`config.mk`:
```
export PLATFORM = sky130hd
export DESIGN_NAME = dual_dac_serial_if
export DESIGN_NICKNAME = d
export VERILOG_FILES = /design/src/rtl/dac_if_pkg.sv /design/src/rtl/in_sync.sv /design/src/rtl/frame_shifter.sv /design/src/rtl/hold_regs.sv /design/src/rtl/dual_dac_serial_if.sv
export SDC_FILE = /design/constraint.sdc
export NUM_CORES = 1
export LEC_CHECK = 0
export BUFFER_PORTS_ARGS = -buffer_cell sky130_fd_sc_hd__buf_2
export CAP_MARGIN = 10
export CORE_MARGIN = 3
export CORE_UTILIZATION = 50
export DETAILED_ROUTE_END_ITERATION = 6
export PLACE_DENSITY = 0.75
export SLEW_MARGIN = 10
export SYNTH_ARGS = -nofsm -noshare
export SYNTH_HDL_FRONTEND = slang
export SYNTH_SLANG_ARGS = --single-unit
```
`constraint.sdc`:
```
create_clock -name clk -period 1.8 [get_ports clk]
set_input_delay 0.18 -clock clk [delete_from_list [all_inputs] [get_ports clk]]
set_output_delay 0.18 -clock clk [all_outputs]
set_load 0.02 [all_outputs]
```
`src/rtl/dac_if_pkg.sv`:
```
package dac_if_pkg;
  localparam int CODE_W = 12;
  localparam int NCH    = 2;
  localparam int FRAME_W = CODE_W * NCH;
endpackage

```
`src/rtl/in_sync.sv`:
```
module in_sync #(
  parameter int W = 4,
  parameter logic [W-1:0] INIT = '0
) (
  input  logic         clk,
  input  logic         rst,
  input  logic [W-1:0] d,
  output logic [W-1:0] q,
  output logic [W-1:0] q_prev
);
  for (genvar i = 0; i < W; i++) begin : g_bit
    logic s1, s2, s3;
    always_ff @(posedge clk) begin
      if (rst) begin
        s1 <= INIT[i];
        s2 <= INIT[i];
        s3 <= INIT[i];
      end else begin
        s1 <= d[i];
        s2 <= s1;
        s3 <= s2;
      end
    end
    assign q[i]      = s2;
    assign q_prev[i] = s3;
  end
endmodule

```
`src/rtl/frame_shifter.sv`:
```
module frame_shifter #(
  parameter int FW = 24
) (
  input  logic          clk,
  input  logic          rst,
  input  logic          shift_en,
  input  logic          bit_in,
  output logic [FW-1:0] frame,
  output logic          tail
);
  logic [FW-1:0] sr;
  always_ff @(posedge clk) begin
    if (rst) sr <= '0;
    else if (shift_en) sr <= {sr[FW-2:0], bit_in};
  end
  assign frame = sr;
  assign tail  = sr[FW-1];
endmodule

```
`src/rtl/hold_regs.sv`:
```
module hold_regs #(
  parameter int CW  = 12,
  parameter int NC  = 2,
  localparam int FW = CW * NC
) (
  input  logic          clk,
  input  logic          rst,
  input  logic          clear,
  input  logic          load,
  input  logic [FW-1:0] frame,
  output logic [FW-1:0] codes
);
  for (genvar c = 0; c < NC; c++) begin : g_ch
    logic [CW-1:0] r;
    always_ff @(posedge clk) begin
      if (rst || clear) r <= '0;
      else if (load)    r <= frame[c*CW +: CW];
    end
    assign codes[c*CW +: CW] = r;
  end
endmodule

```
`src/rtl/dual_dac_serial_if.sv`:
```
module dual_dac_serial_if
  import dac_if_pkg::*;
(
  input  logic              clk,
  input  logic              rst,
  input  logic              sclk_i,
  input  logic              sdi_i,
  input  logic              csn_i,
  input  logic              clr_n_i,
  output logic              sdo_o,
  output logic [CODE_W-1:0] code_a_o,
  output logic [CODE_W-1:0] code_b_o
);
  // synchronised vector: {clr_n, csn, sdi, sclk}
  logic [3:0] s_now, s_prev;

  in_sync #(.W(4), .INIT(4'b1100)) u_sync (
    .clk(clk), .rst(rst),
    .d({clr_n_i, csn_i, sdi_i, sclk_i}),
    .q(s_now), .q_prev(s_prev)
  );

  logic sclk_rise, cs_rise, shift_en, clear;
  assign sclk_rise = s_now[0] & ~s_prev[0];
  assign cs_rise   = s_now[2] & ~s_prev[2];
  assign shift_en  = sclk_rise & ~s_now[2];
  assign clear     = ~s_now[3];

  logic [FRAME_W-1:0] frame;
  logic               tail;

  frame_shifter #(.FW(FRAME_W)) u_shift (
    .clk(clk), .rst(rst), .shift_en(shift_en), .bit_in(s_now[1]),
    .frame(frame), .tail(tail)
  );

  logic [FRAME_W-1:0] codes;

  hold_regs #(.CW(CODE_W), .NC(NCH)) u_hold (
    .clk(clk), .rst(rst), .clear(clear), .load(cs_rise),
    .frame(frame), .codes(codes)
  );

  assign sdo_o    = tail;
  assign code_a_o = codes[CODE_W +: CODE_W];
  assign code_b_o = codes[0 +: CODE_W];
endmodule

```
# Yosys cells after proc, flatten, opt, wreduce, memory -nomap -nowiden
# Cells that the tools add are included.
# classes
n_bitwise,7
n_reduce_logical,1
# ops
operator,count
$not A1 Y1,4
$and A1 B1 Y1,3
$logic_or A1 B1 Y1,1
# word_totals
reg_bits,58
elab_cells,21
out_inout_bits,25

# Longest topological paths before layout
# Gate-level depths: netlist of the first run.
# depth
word_depth,3
ltp_mapped,5
depth_no_buf,3

# Modules after synthesis
# From an unflattened synthesis of the first run, not the netlist that was laid out.
# hier_totals
hier_cells,193
area_unflattened_um2,2157.1
# by_module_without_submodules
module,area_each_um2,instances,cells_per_inst,seq_area_each_um2
frame_shifter,877.1,1,78,480.5
hold_regs,867.1,1,79,480.5
in_sync,387.9,1,33,240.2
dual_dac_serial_if,25.0,1,3,0.0

# Worst setup path after synthesis of the first run
# OpenSTA, ideal clock, no wires.
# synth_timing
path_type,register to register
from,reg u_sync.g_bit[2].s2
to,"reg u_shift.sr[0], in the netlist u_shift.frame[0]"
path_slack_ps,610
n_path_buf,2
arrival_ps,1058
synth_period_minus_slack_ps,1190
t_required_ps,1668
path_stages_with_launch,6
setup_time_ps,132
cell_sequence,dfxtp_1 > or3b_1 > buf_2 > buf_6 > nand2_1 > a21oi_1
# synth_via
elab_chain_len,2
# synth_rtl
item,line_no,text
start: declaration,in_sync.sv:12,"logic s1, s2, s3;"
start signal: assignment,in_sync.sv:16,s2 <= INIT[i];
$not A1 Y1,dual_dac_serial_if.sv:26,assign shift_en = sclk_rise & ~s_now[2];
$and A1 B1 Y1,dual_dac_serial_if.sv:26,
end signal: assignment,frame_shifter.sv:14,"else if (shift_en) sr <= {sr[FW-2:0], bit_in};"
end: declaration,frame_shifter.sv:11,logic [FW-1:0] sr;
# Every way passes these cells.
# A chain may end at the register's enable or synchronous reset.

# Final worst setup path of the first run
# layout_timing
from,reg u_sync.g_bit[2].s2
to,"reg u_shift.sr[13], in the netlist u_shift.frame[13]"
# The elaborated chain is that of the path after synthesis.

==> flow_summary.yaml, run 1 <==
status:
  status: "completed"
critical_path:
  critPathMaxStageDelay_ns: 0.72
  startpoint_type: "flip-flop"
  required_ns: 2.00
  path_buf_inv: 0
  slowest_stage: "or3b_1"
  worstSetupPathType: "reg -> reg"
  crit_chain: "or3b_1 > nand2_1 > a21oi_1"
  path_max_fanout: 24
  cpLargestDelayFamily: "simple AND/OR/NAND/NOR gates"
  arrival_ns: 1.64
  endpoint_kind: "flip-flop"
sta:
  fin_crit_ns: 1.441
  final-hold-violation-count: 0
  fin_setup_tns_ns: 0
  rsz0062_at_grt: "false"
  finalMaxSlewViolations: 0
  relSlewSlack_pct: 39.92
  tightest_slew_ns: 0.9012
  max_freq_mhz: 694.1
  setup_viol: 0
  finClkSkew_ns: 0.006020
  period_share_pct: 80.04
logic_synthesis:
  postSynthAreaPerCell_um2: 8.343
  synthSimpleGateAreaFrac_pct: 23.61
  yosys_warnings: 0
  synth_seq_area_share_pct: 59.22
  synth_area_leader_cell: "dfxtp_1"
  synth_top_area_share_pct: 59.22
  synth_top_family_by_area: "simple AND/OR/NAND/NOR gates"
  synth-seq-cells: 58
  syn_nets: 241
  synth_xor_area_share_pct: 0
  synth-compound-area-share_pct: 12.25
  muxShareOfSynthArea_pct: 0
  synth.area.top_cells: "dfxtp_1, nand2_1, a21oi_1"
  yosys.area_share.adder_pct: 0
  synth_cells: 235
  syn_area_um2: 1961
  ys_types: 11
clock_network:
  ctsResizeCount: 0
  cts_setup_buffers: 0
  h-tree-depth: 3
  clkSinkCount: 58
  clk_latency_ns: 0.33
  root_buffer: "clkbuf_8"
  cts_buffers: 9
  ctsHoldBuffers: 0
  clk_path_buf_depth: 2
  cts_tree: "built"
  clk_pin_slew_ns: 0.06
placement:
  place_congestion: 0.7133
  numPortBuffers: 30
  placed_cell_area_um2: 2120
  dp_hpwl_mm: 2.268
global_routing:
  track_usage_pct: 17.95
  use_met3_pct: 4.862
  overflow: 0
  grt_max_degree: 35
  grt_util_met1_pct: 23.01
  grt.busiest_layer: "met2"
  antenna_found_initial: 0
  grt_pass1_vias: 1358
  grtUsageMet2_pct: 25.51
  grt_pass1_wl_mm: 6.092
die:
  initial_core_util_pct: 52.76
  core_um2: 3716
  io_pins: 31
  die_width_um: 68.62
  dieArea_um2: 4709
  die_h_um: 68.62
  rows: 22
run:
  cap_violations: 0
route:
  drc: 0
  routed_wl_mm: 3.587
  dr.pass1.iters: 4
  dr_total_vias: 1526
  routed_via_density: 4.829
  wl_per_cell_um: 11.35
  ant_nets: 0
  drtIter0Drc: 118
layout:
  nNetsFinal: 270
  drive_above_1_share_pct: 20.90
  final_cell_area_um2: 2323
  syn_to_final_growth_pct: 18.51
  antennaDiodeCount: 0
power:
  ir_worst_vdd_uv: 577.4
  p_per_area_nw_per_um2: 1098
  p_leak_nw: 0.8775
hold_path:
  hold_class: "in -> reg"
[synthesized netlist by cell type]
cell type and instances:
a21oi_1 48, buf_2 11, buf_6 2, clkbuf_1 5, dfxtp_1 58, nand2_1 96
nand2b_1 2, nor2b_1 6, nor3b_2 1, or2_2 5, or3b_1 1
[per-stage QoR]
stage / hold slack (ns) / power, mW / instances / util [%] / worst slack (ns)
floorplan: 0.2838 / 1.364 / 235 / - / 0.6100
global placement: 0.3637 / 1.376 / 301 / 57.04 / 0.3924
detailed placement: 0.3635 / 1.377 / 301 / 57.04 / 0.3715
CTS: 0.01634 / 2.580 / 316 / 62.53 / 0.3601
global route: 0.02817 / 2.642 / 316 / 62.53 / 0.2277
finish: 0.03094 / 2.551 / 316 / 62.53 / 0.3592
[path summary, 6_finish.rpt]
check,from,end,slack (ns),depth (start not counted)
setup / recovery,u_sync.g_bit[2].s2,u_shift.frame[13],0.36,3
setup reg to reg,u_sync.g_bit[2].s2,u_shift.frame[13],0.36,3
hold reg to reg,u_sync.g_bit[3].s1,u_sync.g_bit[3].s2,0.41,1
hold / removal,csn_i,u_sync.g_bit[2].s1,0.03,2
[metal layers]
metal | vias up | wire, um
met5 | - | 0
met4 | 0 | 99
met3 | 7 | 147
met2 | 34 | 1602
met1 | 682 | 1738
li1 | 803 | -
[worst reg2reg max path, delay by kind of cell, from the launching register on]
kind	cells	cell delay [ns]
AND/OR/NAND/NOR	2	0.91
flip-flops	1	0.34
AO/OA/AOI/OAI	1	0.07
[power by group]
part	switching, mW	leakage (nW)	internal [mW]	total, mW
combinational	0.0348	0.303	0.0158	0.0506
sequential	0.00371	0.469	1.29	1.30
clock	0.460	0.106	0.743	1.20
total	0.499	0.878	2.05	2.55
[cells in the final DEF (no fill, tap or decap), drive strengths merged]
cell,n
nor3b,1
or3b,1
dfxtp,58
nor2b,6
clkinv,1
bufinv,1
nand2,96
a21oi,48
clkbuf,13
buf,36
or2,5
nand2b,2
[final cells by class]
class	count	area (um2)
clock buffers	13	168.9
clock inverters	2	35.03
fillers	345	1393
multi-input cells	159	703.2
flip-flops and latches	58	1161
well taps	48	60.06
repair buffers	36	195.2
[cell families after synthesis]
logic type      Yosys count
simple gates            111
flops                    58
buf+inv                  18
compound gates           48
[state kept, by name, indices dropped and copies added, names as in the netlist]
register         count
u_hold.g_ch.r       24
u_sync.g_bit.s1      4
u_shift.frame       24
u_sync.g_bit.s3      2
u_sync.g_bit.s2      4
(Power assumes the default switching activity.)
==> inputs of run 2 (changes only) <==
--- a/config.mk
+++ b/config.mk
@@ -8,9 +8,9 @@
 export BUFFER_PORTS_ARGS = -buffer_cell sky130_fd_sc_hd__buf_2
 export CAP_MARGIN = 10
 export CORE_MARGIN = 3
-export CORE_UTILIZATION = 50
+export CORE_UTILIZATION = 49
 export DETAILED_ROUTE_END_ITERATION = 6
-export PLACE_DENSITY = 0.75
+export PLACE_DENSITY = 0.76
 export SLEW_MARGIN = 10
 export SYNTH_ARGS = -nofsm -noshare
 export SYNTH_HDL_FRONTEND = slang
==> constraint.sdc (replaced) <==
create_clock -name clk -period 1.2 [get_ports clk]
set_input_delay 0.12 -clock clk [delete_from_list [all_inputs] [get_ports clk]]
set_output_delay 0.12 -clock clk [all_outputs]
set_load 0.02 [all_outputs]
==> flow_summary.yaml, run 2 (synthesis results as in run 1) <==
global_routing:
  track_usage_pct: 16.53
  grt_max_degree: 20
  antenna_found_initial: 0
  grt_pass1_wl_mm: 6.210
  overflow: 0
  grt_pass1_vias: 1438
critical_path:
  crit_chain: "buf_6 > nor3b_4 > buf_6 > buf_6 > nand2_1 > a21oi_2"
  startpoint_type: "flip-flop"
  path_buf_inv: 3
  reg2reg_slack_ns: 0.02
  path_max_fanout: 5
  r2r-start: "u_sync.g_bit[2].s2"
  crit_end: "u_shift.frame[21]"
  slowest_stage: "dfxtp_2"
  arrival_ns: 1.44
  worst_r2r_endpoint: "u_shift.frame[21]"
  required_ns: 1.46
  crit_path_frequent_cell: "buf_6"
  crit_start: "u_sync.g_bit[2].s2"
  cpLargestDelayFamily: "buffers and inverters"
  path_depth: 6
  worst_r2r_path_depth: 6
  endpoint_kind: "flip-flop"
  critPathMaxStageDelay_ns: 0.33
  worstSetupPathType: "reg -> reg"
route:
  wl_per_cell_um: 11.74
  routed_wl_mm: 3.839
  drtIter0Drc: 77
  met2_length_mm: 1.785
  dr_total_vias: 1616
  met3_length_um: 251
  wl_met1_mm: 1.740
  ant_nets: 0
  routed_via_density: 4.942
  top_layer: "met4"
  dr.pass1.iters: 4
  drc: 0
die:
  die_h_um: 69.26
  io_pins: 31
  dieArea_um2: 4796
  die_width_um: 69.26
  core_um2: 3771
  initial_core_util_pct: 51.99
  rows: 22
clock_network:
  cts_buffers: 9
  root_buffer: "clkbuf_8"
  h-tree-depth: 3
  clk_pin_slew_ns: 0.06
  clkSinkCount: 58
  clk_latency_ns: 0.33
  cts_tree: "built"
  clk_path_buf_depth: 2
power:
  p_per_area_nw_per_um2: 1411
  p_leak_nw: 0.9420
  p_total_mw: 3.490
  ir_worst_vdd_uv: 847.0
sta:
  setup_viol: 0
  final-hold-violation-count: 0
  tightest_slew_ns: 0.3310
  relSlewSlack_pct: 77.94
  finalMaxSlewViolations: 0
  period_share_pct: 98.11
  fin_crit_ns: 1.177
  rsz0062_at_grt: "true"
  max_freq_mhz: 849.4
  finClkSkew_ns: 0.003878
layout:
  mostFrequentLayoutCells: "nand2_1, dfxtp_1, a21oi_1, buf_2, clkbuf_8"
  drive_above_1_share_pct: 27.24
  layout.filler_cells: 315
  syn_to_final_growth_pct: 26.16
  nNetsFinal: 282
  antennaDiodeCount: 0
  final_common_cell: "nand2_1"
  utilization_pct: 65.59
placement:
  numPortBuffers: 30
  place_congestion: 0.7550
  dp_hpwl_mm: 2.436
hold_path:
  hold_class: "in -> reg"
status:
  status: "completed"
run:
  cap_violations: 0
## run 2: how the worst min path moves through the flow
stage | from | endpoint | depth (start not counted)
floorplan | csn_i | u_sync.g_bit[2].s1 | 1
global placement | clr_n_i | u_sync.g_bit[3].s1 | 2
detailed placement | clr_n_i | u_sync.g_bit[3].s1 | 2
CTS | sclk_i | u_sync.g_bit[0].s1 | 2
global route | sdi_i | u_sync.g_bit[1].s1 | 2
finish | sdi_i | u_sync.g_bit[1].s1 | 2
## run 2: layout make-up
cell class	instances	area (um2)	share of cell area (%)
Sequential cell	58	1164	47.04
Multi-Input combinational cell	159	758.2	30.65
Timing Repair Buffer	48	339.1	13.71
Clock buffer	14	152.6	6.171
Tap cell	48	60.06	2.428
## run 2: metal layers
metal / global-route usage, % / vias to the layer above
met3: 10.29 / 7
li1: - / 826
met2: 24.89 / 39
met1: 19.12 / 744
met4: 5.857 / 0
met5: 0 / -
## run 2: metrics by stage
| stage | setup slack (ns) | std cells | area, um2 | setup TNS [ns] | hold slack (ns) |
|---|---|---|---|---|---|
| 2_1_floorplan | 0.01005 | 235 | 1961 | 0 | 0.2238 |
| 3_3_place_gp | 0.07202 | 308 | 2185 | 0 | 0.3038 |
| 3_5_place_dp | 0.04057 | 308 | 2185 | 0 | 0.3072 |
| 4_1_cts | 0.01998 | 324 | 2357 | 0 | 0.002269 |
| 5_1_grt | -0.05269 | 327 | 2474 | -0.2794 | 0.02512 |
| 6_report | 0.02274 | 327 | 2474 | 0 | 0.02024 |
## run 2: report_power, final
| part | internal, mW | switching [mW] |
|---|---|---|
| clock network | 0.785 | 0.651 |
| logic | 0.0453 | 0.0622 |
| registers | 1.94 | 0.00542 |
| total | 2.77 | 0.718 |
## run 2: worst reg2reg max path: stages, from the launching register on
cell and delay [ns]:
dfxtp_2 0.33, buf_6 0.12, nor3b_4 0.21, buf_6 0.15
buf_6 0.11, nand2_1 0.07, a21oi_2 0.13
## run 2: timing repair
item                                   4_1_cts  5_1_grt
endpoints found under the hold margin        2        1
buffers inserted                             0        1
gates resized for setup                      0       27
setup endpoints to repair                    0       30
hold buffers                                 2        1
